File: config.mk
export PLATFORM = sky130hd
export DESIGN_NAME = memctl_cfg_regs
export DESIGN_NICKNAME = d
export VERILOG_FILES = /design/src/rtl/memctl_cfg_pkg.sv /design/src/rtl/memctl_cfg_ctrl.sv /design/src/rtl/memctl_cfg_data.sv /design/src/rtl/memctl_cfg_regs.sv
export SDC_FILE = /design/constraint.sdc
export NUM_CORES = 1
export LEC_CHECK = 0
export BUFFER_PORTS_ARGS = -buffer_cell sky130_fd_sc_hd__buf_2
export CORE_UTILIZATION = 40
export DETAILED_ROUTE_END_ITERATION = 8
export PLACE_DENSITY = 0.57
export SKIP_LAST_GASP = 1
export SLEW_MARGIN = 20
export SYNTH_ARGS = -nofsm -noshare
export SYNTH_HDL_FRONTEND = slang
export SYNTH_HIERARCHICAL = 1
export SYNTH_SLANG_ARGS = --single-unit
File: constraint.sdc
create_clock -name clk -period 9.4 [get_ports clk]
set_input_delay 1.41 -clock clk [delete_from_list [all_inputs] [get_ports clk]]
set_output_delay 1.41 -clock clk [all_outputs]
set_load 0.02 [all_outputs]
File: src/rtl/memctl_cfg_pkg.sv
package memctl_cfg_pkg;

  localparam logic [31:0] UNLOCK_KEY  = 32'hFC60_0309;
  localparam logic [31:0] RO_MASK_OLD = 32'hFFFF_F84C;
  localparam logic [31:0] RO_MASK_NEW = 32'hF00F_C04C;
  localparam logic [31:0] INIT_OLD    = 32'h0000_0040;
  localparam logic [31:0] INIT_NEW    = 32'h1000_000C;

  typedef struct packed {
    logic keyWr;
    logic cfgWr;
    logic genWr;
    logic rdHit;
  } regStrobes_t;

  function automatic logic isNewerRev(input logic [1:0] rev);
    return rev == 2'd1;
  endfunction

  function automatic logic [1:0] sizeCode(input logic newer, input logic [11:0] mb);
    logic [1:0] code;
    code = 2'd2;
    if (newer) begin
      case (mb)
        12'd128:  code = 2'd0;
        12'd256:  code = 2'd1;
        12'd512:  code = 2'd2;
        12'd1024: code = 2'd3;
        default:  code = 2'd2;
      endcase
    end else begin
      case (mb)
        12'd64:  code = 2'd0;
        12'd128: code = 2'd1;
        12'd256: code = 2'd2;
        12'd512: code = 2'd3;
        default: code = 2'd2;
      endcase
    end
    return code;
  endfunction

endpackage

File: src/rtl/memctl_cfg_ctrl.sv
module memctl_cfg_ctrl
  import memctl_cfg_pkg::*;
#(
  parameter int ADDR_W   = 12,
  parameter int NUM_REGS = 8,
  localparam int WIDX_W  = ADDR_W - 2,
  localparam int IDX_W   = $clog2(NUM_REGS)
) (
  input  logic              clk,
  input  logic              rst,
  input  logic [ADDR_W-1:0] busAddr,
  input  logic              busWe,
  input  logic              keyOpen,
  output regStrobes_t       strb,
  output logic [IDX_W-1:0]  regIdx
);

  logic [WIDX_W-1:0] wordIdx;
  logic              inRange;
  logic              unusedLowBits;

  assign wordIdx       = busAddr[ADDR_W-1:2];
  assign unusedLowBits = ^busAddr[1:0];
  assign inRange       = (32'(wordIdx) < NUM_REGS);
  assign regIdx        = wordIdx[IDX_W-1:0];

  always_comb begin
    strb       = '0;
    strb.rdHit = inRange;
    if (busWe && inRange) begin
      if (wordIdx == '0)           strb.keyWr = 1'b1;
      else if (keyOpen) begin
        if (32'(wordIdx) == 1)     strb.cfgWr = 1'b1;
        else                       strb.genWr = 1'b1;
      end
    end
  end

  // the key register is never blocked
  a_r3_key_always: assert property (@(posedge clk) disable iff (rst)
    (busWe && wordIdx == '0) |-> strb.keyWr);

  // out-of-range accesses raise no strobe
  a_r4_oob_no_strobe: assert property (@(posedge clk) disable iff (rst)
    (32'(wordIdx) >= NUM_REGS) |-> (strb == '0));

  a_r2_onehot: assert property (@(posedge clk) disable iff (rst)
    $onehot0({strb.keyWr, strb.cfgWr, strb.genWr}));

endmodule

File: src/rtl/memctl_cfg_data.sv
module memctl_cfg_data
  import memctl_cfg_pkg::*;
#(
  parameter int NUM_REGS = 8,
  parameter int DATA_W   = 32,
  localparam int IDX_W   = $clog2(NUM_REGS),
  localparam int GEN_N   = NUM_REGS - 2
) (
  input  logic              clk,
  input  logic              rst,
  input  logic [1:0]        revSel,
  input  logic [11:0]       dramSizeMb,
  input  regStrobes_t       strb,
  input  logic [IDX_W-1:0]  regIdx,
  input  logic [DATA_W-1:0] wrData,
  output logic              keyOpen,
  output logic [DATA_W-1:0] rdData
);

  logic              newerRev;
  logic [DATA_W-1:0] roMask;
  logic [DATA_W-1:0] cfgInit;
  logic [DATA_W-1:0] keyQ;
  logic [DATA_W-1:0] cfgQ;
  logic [DATA_W-1:0] genQ [GEN_N];
  logic [DATA_W-1:0] rdArr [NUM_REGS];

  assign newerRev = isNewerRev(revSel);
  assign roMask   = newerRev ? RO_MASK_NEW : RO_MASK_OLD;
  assign cfgInit  = (newerRev ? INIT_NEW : INIT_OLD)
                  | {30'd0, sizeCode(newerRev, dramSizeMb)};
  assign keyOpen  = (keyQ == UNLOCK_KEY);

  always_ff @(posedge clk) begin
    if (rst)             keyQ <= '0;
    else if (strb.keyWr) keyQ <= wrData;
  end

  always_ff @(posedge clk) begin
    if (rst)             cfgQ <= cfgInit;
    else if (strb.cfgWr) cfgQ <= (cfgQ & roMask) | (wrData & ~roMask);
  end

  for (genvar gi = 0; gi < GEN_N; gi++) begin : g_gen
    always_ff @(posedge clk) begin
      if (rst)                                     genQ[gi] <= '0;
      else if (strb.genWr && 32'(regIdx) == gi + 2) genQ[gi] <= wrData;
    end
  end

  always_comb begin
    rdArr[0] = keyQ;
    rdArr[1] = cfgQ;
    for (int i = 2; i < NUM_REGS; i++) rdArr[i] = genQ[i-2];
  end

  assign rdData = strb.rdHit ? rdArr[regIdx] : '0;

  // no configuration or general write strobe while locked
  a_r2_locked_gate: assert property (@(posedge clk) disable iff (rst)
    (strb.cfgWr || strb.genWr) |-> keyOpen);

  // read-only configuration fields survive a write
  a_r5_ro_fields_held: assert property (@(posedge clk) disable iff (rst)
    strb.cfgWr |=> ((cfgQ & roMask) == ($past(cfgQ) & roMask)));

  // configuration default right after reset
  a_r7_cfg_default: assert property (@(posedge clk) disable iff (rst)
    $past(rst) |-> (cfgQ == cfgInit && keyQ == '0));

  a_r3_relock: assert property (@(posedge clk) disable iff (rst)
    (strb.keyWr && wrData != UNLOCK_KEY) |=> !keyOpen);

endmodule

File: src/rtl/memctl_cfg_regs.sv
module memctl_cfg_regs
  import memctl_cfg_pkg::*;
#(
  parameter int ADDR_W   = 12,
  parameter int NUM_REGS = 8,
  parameter int DATA_W   = 32,
  localparam int IDX_W   = $clog2(NUM_REGS)
) (
  input  logic              clk,
  input  logic              rst,
  input  logic [1:0]        revSel,
  input  logic [11:0]       dramSizeMb,
  input  logic [ADDR_W-1:0] busAddr,
  input  logic              busWe,
  input  logic [DATA_W-1:0] busWdata,
  output logic [DATA_W-1:0] busRdata
);

  regStrobes_t      strb;
  logic [IDX_W-1:0] regIdx;
  logic             keyOpen;

  memctl_cfg_ctrl #(.ADDR_W(ADDR_W), .NUM_REGS(NUM_REGS)) u_ctrl (
    .clk(clk), .rst(rst), .busAddr(busAddr), .busWe(busWe),
    .keyOpen(keyOpen), .strb(strb), .regIdx(regIdx)
  );

  memctl_cfg_data #(.NUM_REGS(NUM_REGS), .DATA_W(DATA_W)) u_data (
    .clk(clk), .rst(rst), .revSel(revSel), .dramSizeMb(dramSizeMb),
    .strb(strb), .regIdx(regIdx), .wrData(busWdata),
    .keyOpen(keyOpen), .rdData(busRdata)
  );

  // reads beyond the array return zero
  a_r4_oob_read_zero: assert property (@(posedge clk) disable iff (rst)
    (32'(busAddr[ADDR_W-1:2]) >= NUM_REGS) |-> (busRdata == '0));

endmodule

==> metrics.txt, run 1 <==
Worst-Margin Slew=1.143 ns; cells after synthesis=between 800 and 900; Max Cap Viol=0; drt total wl=~28000 um; critical path, cell by cell=buf_2 > or4_1 > nor4_2 > buf_4 > nor2b_2 > buf_4 > a22o_1 > buf_2; initial antenna violation count=1; Post-synth ARST share=0; Fillers=between 2000 and 3000; Reg clk slew, reported paths=0.06 ns; row count=61; WP data required=between 7 and 8 ns; Final HPWL DP=16210 um; crit path kind=in -> out; # nets final=953; RSZ-0062 raised after global routing=false; largest net degree at the start of global routing=71; Hold Path Class=reg -> reg; Synth Net Count=876; CP Max Fanout=14; slowest CP cell=or4_1; WL/cell=21.49 um; Detailed Routing Iterations Pass 1=5; area of the mapped netlist=11280 sq um; initial core utilization=0.4061; All-Layer GR Usage=0.1951; width of the chip=169.9 um; post-synth cell types=40; top_reg_cell synth=edfxtp_1; clock buffer count from CTS=28; commonest cells after routing, fill and taps aside=213 x edfxtp_1, 146 x and2_1, 88 x buf_2; final RePlAce weighted congestion=around 0.72; die height=169.9 um; # Post-CTS Setup Buffers=0; antenna-violating nets left=0; sequential share of the synthesized area=0.6237; initial DRC count=462; leakage power=0.004614 uW; CP arrival=3.99 ns; DR vias/cell=about 5.3; crit path time final=around 5.4 ns; Tcrit/Tclk final=0.5747; Yosys warnings=6; number of buffers and inverters on the critical path=4; synthesis-to-layout area growth=15.00%; crit-path leading delay family=simple AND/OR/NAND/NOR gates; Final setup viols=0; cts repair resizes=0; layout cells sized above 1=0.2484; IO Pins=93; fmax=about 190 MHz; Worst path max stage delay=0.69 ns; clock skew=0.01334 ns; Antenna diodes=0; first-pass GRT wire length=approximately 42000 um; vias=6857; Startpoint Class=input pin; final hold vios=0; maximum buffer depth of the clock tree=3; Inst Count DP=1240; CP Capture Type=primary output; H-tree levels=1; core area=around 28000 sq um; Slew HR=0.2377; CTS sink count=~250; Post-CTS Hold Buffers=0; clk root buf=clkbuf_16; worst skew pair latency=0.53 ns; Pins Over Slew Limit=0; EDFF count, synth=~210; gr ovfl total=0; flops & latches, synth=245; most common cell after layout, fill and taps aside=edfxtp_1; maximum vdd drop=0.0001125 V; DRC Markers=0; Buffers on Ports=90; Avg Cell Area, Syn=13.84 sq um; Die ar.=28880 sq um; CTS tree=built; status=finished clean; final hold slack=about 0.53 ns; Setup TNS Final=0 ns; power per cell area=around 190 nW/um^2; vias in the first global route=around 6800; fin cells=1292
[where the power goes]
part	total, uW	internal [uW]	switching [uW]
clock	1030	612	420
combinational	146	58.1	87.9
sequential	1240	1230	12.6
total	2420	1900	520
[final timing paths]
check | depth (start not counted) | endpoint | start | slack [ns]
max | 8 | busRdata[7] | busAddr[9] | 4.00
min | 2 | u_data/keyQ[9] | u_data/keyQ[9] | 0.53
max reg2reg | 8 | u_data/genQ[1][29] | u_data/keyQ[10] | 5.13
min reg2reg | 2 | u_data/keyQ[9] | u_data/keyQ[9] | 0.53
[worst register-to-register path, cell delays in order (launching register included)]
cell	delay, ns
dfxtp_1	0.32
nor4b_1	0.56
nand4_1	0.26
nor4_1	0.37
o21ai_0	0.15
nor3_1	0.68
and2b_1	0.27
nand3_2	0.32
nand2b_2	0.92
[area by class of cell]
class,instances,area [sq um],share of cell area
Clock buffer,45,845.8,0.06519
Clock inverter,7,35.03,0.002700
Inverter,15,56.30,0.004339
Multi-Input combinational cell,499,3971,0.3061
Sequential cell,245,7037,0.5423
Tap cell,378,473.0,0.03645
Timing Repair Buffer,103,556.8,0.04291
[per-layer routing]
| layer | vias up | GRT usage | part of all wire |
|---|---|---|---|
| li1 | 3148 | - | - |
| met1 | 3489 | 0.2762 | 0.46 |
| met2 | 181 | 0.3222 | 0.48 |
| met3 | 39 | 0.02186 | 0.043 |
| met4 | 0 | 0.04505 | 0.020 |
| met5 | - | 0 | 0 |
[synthesized netlist by cell type (all sizes together) (20+ instances only)]
library cell | instances | area share
a21oi | 27 | 0.012
a22o | 20 | 0.016
and2 | 147 | 0.082
buf | 25 | 0.013
clkbuf | 31 | 0.010
dfxtp | 32 | 0.057
edfxtp | 213 | 0.57
mux2i | 38 | 0.034
mux4 | 49 | 0.098
nand2 | 39 | 0.013
nor2 | 91 | 0.031
[flip-flops by register name, indices dropped and copies added, names as in the netlist]
register     count
u_data/keyQ     32
u_data/cfgQ     21
u_data/genQ    192
[per-stage QoR]
stage | instance area [sq um] | util | setup slack (ns) | total power, uW
final | 12970 | 0.4670 | 3.998 | 2420
after global routing | 12970 | 0.4670 | 3.897 | 2501
after CTS | 12950 | 0.4663 | 3.798 | 2446
after detailed placement | 12070 | 0.4346 | 3.800 | 1413
after global placement | 12070 | 0.4346 | 3.873 | 1410
after floorplan | 11280 | - | 4.924 | 1354
[logic make-up after synthesis]
logic type      count (synthesis)  share of synthesized area
compound gates                 62                    0.03904
simple gates                  337                     0.1644
buf+inv                        71                    0.02861
flops                         245                     0.6237
mux                            99                     0.1435
xor+xnor                        1                  0.0007765
Power figures use the tool's default switching activity.
==> run 2: changes to the inputs <==
- clock period: 9.4 -> 5.1 ns (I/O delays scaled with it)
==> run 2 against run 1 <==
Worst setup slack worse by 2.7 ns. Clock power grew 88%. Wire length rose by 2.0%. Clock skew is 0.0036 ns lower. Critical path depth is 1 higher. Clock-buffer cell count shrank 10. Cell area up 0.90%. Utilization increased by 0.42 points. Die area is the same. Critical path type is now reg -> reg.
==> metrics.txt, run 2 (synthesized netlist as in run 1, its figures left out) <==
CTS sink count=245; Max Cap Viol=0; antenna-violating nets left=0; Fillers=2497; maximum vdd drop=around 0.00024 V; Slew HR=0.3104; leakage power=approximately 0.0047 uW; commonest cells after routing, fill and taps aside=213 x edfxtp_1, 147 x and2_1, 88 x buf_2; IO Pins=93; largest net degree at the start of global routing=54; Setup TNS Final=0 ns; drt total wl=28310 um; maximum buffer depth of the clock tree=3; # Post-CTS Setup Buffers=0; initial core utilization=0.4061; flop2flop setup slack=between 1 and 1.5 ns; synthesis-to-layout area growth=16.04%; final RePlAce weighted congestion=0.7218; Reg clk slew, reported paths=around 0.060 ns; fmax=264.5 MHz; width of the chip=169.9 um; crit path launch=u_data/keyQ[10]; finished layout cell area=13090 sq um; WL/cell=21.76 um; power per cell area=344.3 nW/um^2; Place WS=about 1.3 ns; initial DRC count=519; Final setup viols=0; gr ovfl total=0; die height=169.9 um; reg2reg path depth=9; CP Capture Type=flop; RSZ-0062 raised after global routing=false; H-tree levels=1; clock buffer count from CTS=27; Worst R2R Start=u_data/keyQ[10]; cell count of the worst hold path=3; final hold vios=0; core area=~28000 sq um; crit path time final=3.781 ns; row count=61; Buffers on Ports=90; vias=approximately 6900; Final HPWL DP=about 17000 um; leading registers by flop count=u_data/genQ x192, u_data/keyQ x32, u_data/cfgQ x21; Die ar.=between 20000 and 30000 sq um; RR Endpoint=u_data/genQ[2][12]; Tcrit/Tclk final=0.7414; hold path start=busWdata[8]; DR vias/cell=between 5 and 6; Detailed Routing Iterations Pass 1=5; vias in the first global route=6890; status=finished clean; setup ws final=1.319 ns; max reg flops=192; clock skew=0.009783 ns; dpl cell area=12200 sq um; WP data required=between 5 and 6 ns; CTS tree=built; All-Layer GR Usage=0.1994; Pins Over Slew Limit=0; crit path kind=reg -> reg; Hold Path Class=in -> reg; # nets final=964; layout cells sized above 1=0.2589; clk root buf=clkbuf_16; CP arrival=3.95 ns; Biggest register=u_data/genQ; Antenna diodes=0; DRC Markers=0; Hold Path End=u_data/keyQ[8]; CP Max Fanout=23; Worst-Margin Slew=1.034 ns; Startpoint Class=flop; Post-CTS Hold Buffers=0; cts repair resizes=0; worst skew pair latency=0.52 ns; first-pass GRT wire length=42570 um; most common cell after layout, fill and taps aside=edfxtp_1; initial antenna violation count=1
[run 2: changes by cell type in the layout (fill, tap and decap cells not counted), moves of 3 or more]
cell	before	now
bufinv_16	0	3
buf_12	0	3
buf_4	14	24
clkbuf_1	10	4
[run 2: cell type report]
class	count	area [sq um]	share of cell area
clock buffers	35	745.7	0.05696
flip-flops and latches	245	7037	0.5375
well taps	378	473.0	0.03613
multi-input cells	499	3955	0.3021
repair buffers	115	680.7	0.05199
inverters	15	56.30	0.004301
clock inverters	14	143.9	0.01099
[run 2: metal layers]
metal	GRT usage	up-vias	part of all wire
met2	0.3339	198	0.48
met4	0.03369	0	0.014
met1	0.2803	3521	0.45
met3	0.02674	29	0.051
li1	-	3162	-
met5	0	-	0
[run 2: metrics by stage]
stage                     power (uW)  std cells  hold slack, ns    util
after floorplan                 2496        815          0.4691       -
after global placement          2605       1252          0.4971  0.4392
after detailed placement        2612       1252          0.5067  0.4392
after CTS                       4544       1301          0.4812  0.4712
after global routing            4644       1301          0.4966  0.4712
final                           4507       1301          0.4992  0.4712
[run 2: worst max-delay path by stage]
stage          cells after the start            endpoint  slack, ns
2_1_floorplan                      6   u_data/genQ[1][0]       1.80
3_3_place_gp                       7        busRdata[30]       1.30
3_5_place_dp                       7        busRdata[30]       1.29
4_1_cts                            7         busRdata[4]       1.29
5_1_grt                            9  u_data/genQ[2][23]       1.09
6_report                           9  u_data/genQ[2][12]       1.32
[run 2: critical path, stage by stage, from the launching register on]
cell	delay, ns
dfxtp_1	0.33
nor4b_1	0.52
nand4_1	0.28
nor4_1	0.45
o21ai_0	0.17
nor3_1	0.23
buf_4	0.22
nand3_2	0.30
nand2b_2	0.45
buf_4	0.47
[run 2: power by group]
group / switching, uW / internal, uW
Combinational: 165 / 113
Sequential: 23.4 / 2260
Clock: 767 / 1170
Total: 955 / 3550
